--- src/rtl/fault_resp_pkg.sv ---
package fault_resp_pkg;
  localparam int unsigned ST_RST  = 0;
  localparam int unsigned ST_CPUV = 1;
  localparam int unsigned ST_OVP  = 2;
  localparam int unsigned ST_OCP  = 3;
  localparam int unsigned ST_ILIM = 4;
  localparam int unsigned ST_SPI  = 5;
  localparam int unsigned ST_OTP  = 6;
  localparam int unsigned ST_OTW  = 7;
  localparam int unsigned ST_OTSD = 8;
  localparam int unsigned N_STAT  = 9;

  // reset bit never reaches the fault pin
  localparam logic [N_STAT-1:0] RPT_MASK = {{(N_STAT-1){1'b1}}, 1'b0};

  typedef enum logic [1:0] {
    OCP_LATCH  = 2'b00,
    OCP_RETRY  = 2'b01,
    OCP_REPORT = 2'b10,
    OCP_OFF    = 2'b11
  } ocp_mode_e;
endpackage

--- src/rtl/fault_resp_status.sv ---
module fault_resp_status #(
  parameter int unsigned N = 9
) (
  input  logic         clk_i,
  input  logic         rst_ni,
  input  logic [N-1:0] set_i,
  input  logic         clr_i,
  output logic [N-1:0] q_o
);
  logic [N-1:0] q;

  for (genvar k = 0; k < N; k++) begin : g_bit
    // set dominates: a persisting condition survives a clear
    always_ff @(posedge clk_i or negedge rst_ni) begin
      if (!rst_ni) q[k] <= 1'b0;
      else         q[k] <= set_i[k] | (q[k] & ~clr_i);
    end
  end

  assign q_o = q;
endmodule

--- src/rtl/fault_resp_retry.sv ---
module fault_resp_retry #(
  parameter int unsigned W = 16
) (
  input  logic         clk_i,
  input  logic         rst_ni,
  input  logic         en_i,
  input  logic         flag_i,
  input  logic [W-1:0] load_i,
  output logic         hiz_o
);
  logic         hiz_q;
  logic [W-1:0] cnt_q;

  always_ff @(posedge clk_i or negedge rst_ni) begin
    if (!rst_ni) begin
      hiz_q <= 1'b0;
      cnt_q <= '0;
    end else if (!en_i) begin
      hiz_q <= 1'b0;
      cnt_q <= '0;
    end else if (!hiz_q) begin
      if (flag_i) begin
        hiz_q <= 1'b1;
        cnt_q <= load_i;
      end
    end else if (cnt_q != '0) begin
      cnt_q <= cnt_q - 1'b1;
    end else if (flag_i) begin
      cnt_q <= load_i;
    end else begin
      hiz_q <= 1'b0;
    end
  end

  assign hiz_o = hiz_q;
endmodule

--- src/rtl/fault_resp_ilim_gate.sv ---
module fault_resp_ilim_gate #(
  parameter int unsigned N = 3
) (
  input  logic         clk_i,
  input  logic         rst_ni,
  input  logic [N-1:0] ilim_i,
  input  logic [N-1:0] gate_i,
  output logic [N-1:0] off_o
);
  logic [N-1:0] off_q;
  logic [N-1:0] gate_q;

  for (genvar p = 0; p < N; p++) begin : g_sw
    logic rise;
    assign rise = gate_i[p] & ~gate_q[p];

    always_ff @(posedge clk_i or negedge rst_ni) begin
      if (!rst_ni) begin
        off_q[p]  <= 1'b0;
        gate_q[p] <= 1'b0;
      end else begin
        gate_q[p] <= gate_i[p];
        if (ilim_i[p])  off_q[p] <= 1'b1;
        else if (rise)  off_q[p] <= 1'b0;
      end
    end
  end

  assign off_o = off_q;
endmodule

--- src/rtl/fault_resp_ctrl.sv ---
module fault_resp_ctrl
  import fault_resp_pkg::*;
#(
  parameter int unsigned N_PH    = 3,
  parameter int unsigned N_RAIL  = 3,
  parameter int unsigned RETRY_W = 16
) (
  input  logic               clk_i,
  input  logic               rst_ni,
  input  logic [N_RAIL-1:0]  uv_i,
  input  logic               cpuv_i,
  input  logic               ovp_i,
  input  logic               ocp_i,
  input  logic [N_PH-1:0]    ilim_hs_i,
  input  logic [N_PH-1:0]    ilim_ls_i,
  input  logic [N_PH-1:0]    gate_hs_i,
  input  logic [N_PH-1:0]    gate_ls_i,
  input  logic               spi_err_i,
  input  logic               otp_err_i,
  input  logic               otw_i,
  input  logic               otsd_i,
  input  logic               ovp_mode_i,
  input  logic [1:0]         ocp_mode_i,
  input  logic               ilim_rpt_i,
  input  logic               spi_mode_i,
  input  logic               otw_mode_i,
  input  logic [RETRY_W-1:0] retry_cycles_i,
  input  logic               clr_flt_i,
  input  logic               sleep_rst_i,
  output logic               hiz_o,
  output logic               logic_dis_o,
  output logic               fault_no,
  output logic [N_STAT-1:0]  status_o,
  output logic [N_PH-1:0]    hs_off_o,
  output logic [N_PH-1:0]    ls_off_o
);
  ocp_mode_e         ocp_mode;
  logic              clr;
  logic [N_STAT-1:0] set_vec;
  logic [N_STAT-1:0] stat_q;
  logic              uv_q, cpuv_q, ovp_q, otsd_q, ocp_latch_q;
  logic              retry_hiz;

  assign ocp_mode = ocp_mode_e'(ocp_mode_i);
  assign clr      = clr_flt_i | sleep_rst_i;

  always_comb begin
    set_vec          = '0;
    set_vec[ST_RST]  = |uv_i;
    set_vec[ST_CPUV] = cpuv_i;
    set_vec[ST_OVP]  = ovp_i & ovp_mode_i;
    set_vec[ST_OCP]  = ocp_i & (ocp_mode != OCP_OFF);
    set_vec[ST_ILIM] = ilim_rpt_i & (|{ilim_hs_i, ilim_ls_i});
    set_vec[ST_SPI]  = spi_err_i & spi_mode_i;
    set_vec[ST_OTP]  = otp_err_i;
    set_vec[ST_OTW]  = otw_i & otw_mode_i;
    set_vec[ST_OTSD] = otsd_i;
  end

  fault_resp_status #(.N(N_STAT)) u_status (
    .clk_i  (clk_i),
    .rst_ni (rst_ni),
    .set_i  (set_vec),
    .clr_i  (clr),
    .q_o    (stat_q)
  );

  // live copies for self-recovering faults
  always_ff @(posedge clk_i or negedge rst_ni) begin
    if (!rst_ni) begin
      uv_q        <= 1'b0;
      cpuv_q      <= 1'b0;
      ovp_q       <= 1'b0;
      otsd_q      <= 1'b0;
      ocp_latch_q <= 1'b0;
    end else begin
      uv_q        <= |uv_i;
      cpuv_q      <= cpuv_i;
      ovp_q       <= ovp_i & ovp_mode_i;
      otsd_q      <= otsd_i;
      ocp_latch_q <= (ocp_i & (ocp_mode == OCP_LATCH)) | (ocp_latch_q & ~(clr & ~ocp_i));
    end
  end

  fault_resp_retry #(.W(RETRY_W)) u_retry (
    .clk_i  (clk_i),
    .rst_ni (rst_ni),
    .en_i   (ocp_mode == OCP_RETRY),
    .flag_i (ocp_i),
    .load_i (retry_cycles_i),
    .hiz_o  (retry_hiz)
  );

  fault_resp_ilim_gate #(.N(N_PH)) u_ilim_hs (
    .clk_i  (clk_i),
    .rst_ni (rst_ni),
    .ilim_i (ilim_hs_i),
    .gate_i (gate_hs_i),
    .off_o  (hs_off_o)
  );

  fault_resp_ilim_gate #(.N(N_PH)) u_ilim_ls (
    .clk_i  (clk_i),
    .rst_ni (rst_ni),
    .ilim_i (ilim_ls_i),
    .gate_i (gate_ls_i),
    .off_o  (ls_off_o)
  );

  assign hiz_o       = uv_q | cpuv_q | ovp_q | otsd_q | ocp_latch_q | retry_hiz | stat_q[ST_OTP];
  assign logic_dis_o = uv_q;
  assign fault_no    = ~|(stat_q & RPT_MASK);
  assign status_o    = stat_q;
endmodule

--- config.mk ---
export PLATFORM = sky130hd
export DESIGN_NAME = fault_resp_ctrl
export DESIGN_NICKNAME = d
export VERILOG_FILES = /design/src/rtl/fault_resp_pkg.sv /design/src/rtl/fault_resp_status.sv /design/src/rtl/fault_resp_retry.sv /design/src/rtl/fault_resp_ilim_gate.sv /design/src/rtl/fault_resp_ctrl.sv
export SDC_FILE = /design/constraint.sdc
export NUM_CORES = 1
export LEC_CHECK = 0
export ABC_AREA = 1
export ABC_CLOCK_PERIOD_IN_PS = 1300
export CAP_MARGIN = 15
export CORE_ASPECT_RATIO = 1.5
export CORE_MARGIN = 4
export CORE_UTILIZATION = 45
export CTS_BUF_LIST = sky130_fd_sc_hd__clkbuf_8
export DETAILED_ROUTE_END_ITERATION = 10
export PLACE_DENSITY_LB_ADDON = 0.12
export SYNTH_ARGS = -nofsm -noshare
export SYNTH_HDL_FRONTEND = slang
export SYNTH_HIERARCHICAL = 1
export SYNTH_SLANG_ARGS = --single-unit
--- constraint.sdc ---
create_clock -name clk_i -period 1.3 [get_ports clk_i]
set_input_delay 0.26 -clock clk_i [delete_from_list [all_inputs] [get_ports clk_i]]
set_output_delay 0.26 -clock clk_i [all_outputs]
set_load 0.01 [all_outputs]
==> results of run 1 <==
-- registers in the layout, indices dropped and copies added (netlist names) --
signal	count
u_ilim_ls/off_o	3
u_ilim_ls/gate_q	3
ocp_latch_q	1
ovp_q	1
u_retry/cnt_q	16
u_ilim_hs/off_o	3
u_status/q_o	9
cpuv_q	1
logic_dis_o	1
otsd_q	1
u_ilim_hs/gate_q	3
u_retry/hiz_o	1
-- stage by stage --
step,TNS (ps),cell area (sq um),hold slack [ps],total power [W]
floorplan,0,2330,-35.6,0.00192
global placement,-1820,3350,253,0.00237
detailed placement,-2750,3350,253,0.00240
CTS,-1880,3510,421,0.00327
global route,-3740,3620,421,0.00354
finish,-2190,3620,425,0.00334
-- routing by layer --
layer  wire [microns]  part of all wire (%)  GRT usage [%]
met2             3660                    56           40.0
met3              473                   7.2           6.43
met1             2360                    36           20.7
met5                0                     0              0
met4               95                   1.4           6.27
-- placed cells by master (no fill, tap or decap), drive strengths merged, types with 2 or more instances in the layout --
cell type / Yosys / layout
clkdlybuf4s50: 0 / 46
nor2: 62 / 62
dfrtp: 43 / 43
ha: 2 / 2
xor2: 6 / 6
clkbuf: 1 / 11
a21oi: 7 / 7
buf: 7 / 55
inv: 48 / 48
mux2i: 4 / 4
nand2: 120 / 120
dlygate4sd2: 0 / 9
o21ai: 13 / 13
nand3: 12 / 12
clkinvlp: 0 / 2
-- cell usage after synthesis, drive strengths merged --
cell type | number | area, sq um
or3 | 1 | 6.26
ha | 2 | 25.0
xor2 | 6 | 52.6
clkbuf | 1 | 3.75
nor3 | 1 | 5.00
nor2 | 62 | 248
mux2i | 4 | 40.0
dfrtp | 43 | 1080
or2 | 1 | 6.26
a21oi | 7 | 35.0
nand3 | 12 | 65.1
inv | 48 | 180
a21boi | 1 | 7.51
buf | 7 | 52.5
nand2 | 120 | 460
o21ai | 13 | 65.1
-- final timing paths --
path                               startpoint                  to  slack [ps]  cells past startpoint
setup reg to reg             u_retry/cnt_q[5]    u_retry/cnt_q[3]        -160                      8
hold reg to reg            u_ilim_hs/off_o[0]  u_ilim_hs/off_o[0]         470                      2
hold / removal                         otsd_i              otsd_q         430                      1
setup / recovery             u_retry/cnt_q[5]    u_retry/cnt_q[3]        -160                      8
min in group asynchronous              rst_ni    u_retry/cnt_q[5]         450                      3
max in group asynchronous              rst_ni     u_status/q_o[1]         620                      3
-- worst max-delay path, delay by kind of cell (launching register included) --
kind                   cells  cell delay [ps]
buffers and inverters      2              250
and+or+nand+nor            6              690
DFF                        1              440
-- logic make-up after synthesis --
family,synth area share (%)
buf+inv,10.2
xor+xnor,2.26
mux,1.72
simple gates,34.0
flops,46.2
fa+ha+maj,1.07
compound gates,4.62
-- power by group --
group	total, W	leakage [nW]	switching (W)	internal (W)
Combinational	0.00101	1.38	0.000495	0.000514
Clock	0.000863	0.0402	0.000489	0.000374
Sequential	0.00147	0.523	0.0000532	0.00141
-- repair_timing --
action / in CTS / in global routing
hold endpoints to repair: 43 / 0
cloned: 0 / 2
pin swaps: 7 / 5
gates resized for setup: 55 / 26
setup endpoints to repair: 35 / 24
buffers inserted: 4 / 3
hold buffers: 1 / 0
-- final cells by class --
type | count | area [sq um] | area share [%]
multi-input combinational | 230 | 1120 | 31.0
inverter | 48 | 180 | 4.98
clock inverter | 3 | 20.0 | 0.553
tap | 66 | 82.6 | 2.28
timing repair buffer | 117 | 1070 | 29.5
clock buffer | 5 | 68.8 | 1.90
sequential | 43 | 1080 | 29.7
==> impl_results.md, run 1 <==
* CP most frequent cell: nor2_1
* Ys Warns at 6
* Slew HR at 83.3%
* DR vias at 2404
* CTS tree: done
* CP endpoint kind: register
* Root Driver: clkbuf_8
* Arrival @ worst endpoint at 1690 ps
* Util after Layout at 73.5%
* CTS clock-pin slew for the worst setup and hold paths at 90 ps
* Tmin final at 1460 ps
* Area of the mapped netlist at 2330 sq um
* Initial Utilization at 47.3%
* CTS buffer count at 5
* Worst-path cell chain: nor2_2 > nand2_2 > inv_1 > nand3_2 > nand2_4 > clkbuf_16 > nor2_1 > nor2_1
* Kind of critical path: reg2reg
* Global-route wire length before repair at 10200 microns
* Startpoint Class: register
* Post-synthesis sequential area ratio at 46.2%
* Period utilization at 113%
* Die height at 96.1 microns
* RePlAce Congestion at 0.822
* Cells after DPL at 494
* Row count at 31
* Routed WL at 6590 microns
* Via density at 4.70
* Mapped Avg Cell Area at 7.08 sq um
* GRT Overall Usage at 20.8%
* Layout area overhead at 55.5%
* Worst-skew pair later-pin latency at 300 ps
* Synth Instances at 329
* # nets final at 495
* FF+latch count, synth at 43
* Port bufs at 65
* Least-Margin Pin Slew at 248 ps
* WL/cell at 12.9 microns
* Clock Path Buffers at 2
* Share of cells above drive strength 1 at 24.7%
* Initial antenna violation count at 0
* Final Skew at 2.77 ps
* Vias in the first global route at 2455
* Netlist cell types at 24
* Outcome: complete, but fails checks
* Pin count of the biggest net entering global routing at 44
* First-pass DRT Iterations at 6
* Critical Path RT at 1520 ps
* Filler cells at 401
* HPWL Detailed at 4460 microns
* H-Tree Depth at 2
* Failing checks: negative setup slack
* Syn nets at 379
* IO Pins at 66
* CP max FO at 11
* Final Hold Vio Count at 0
* Worst VDD drop at 0.974 mV
* Die area at 6410 sq um
* Slowest CP cell: dfrtp_1
* CP peak stage delay at 440 ps
* Endpoints failing setup at 19
* RSZ-0062 raised after global routing: true
* Total grt overflow at 0
* Max-cap check violation count at 0
* Final worst slack at -164 ps
* Die X at 66.7 microns
* DRC Markers at 0
* Routed Antenna Nets at 0
* Core area at 4930 sq um
* Fmax at 683 MHz
* Pwr/cell area at 922 nW/um^2
* Iteration-0 DRC Markers at 99
* Slew Limit Fails at 0
* N_diodes at 0
* Layout Cells excl Fill at 512
* Worst min path class: in2reg
* Placement Setup Slack at -170 ps
* LEAKAGE at 1.94 nW
* Sink Count at 43
(Power assumes the default switching activity.)
==> inputs of run 2 (changes only) <==
--- a/config.mk
+++ b/config.mk
@@ -14,6 +14,7 @@
 export CTS_BUF_LIST = sky130_fd_sc_hd__clkbuf_8
 export DETAILED_ROUTE_END_ITERATION = 10
 export PLACE_DENSITY_LB_ADDON = 0.12
+export SLEW_MARGIN = 40
 export SYNTH_ARGS = -nofsm -noshare
 export SYNTH_HDL_FRONTEND = slang
 export SYNTH_HIERARCHICAL = 1
==> results of run 2 <==
No change in the layout: final DEF, timing and power equal those of run 1.
==> inputs of run 3 (changes only) <==
--- a/config.mk
+++ b/config.mk
@@ -12,6 +12,7 @@
 export CORE_MARGIN = 4
 export CORE_UTILIZATION = 45
 export CTS_BUF_LIST = sky130_fd_sc_hd__clkbuf_8
+export CTS_CLUSTER_DIAMETER = 50
 export DETAILED_ROUTE_END_ITERATION = 10
 export PLACE_DENSITY_LB_ADDON = 0.12
 export SLEW_MARGIN = 40
==> results of run 3 <==
No change in the layout: final DEF, timing and power equal those of run 1.
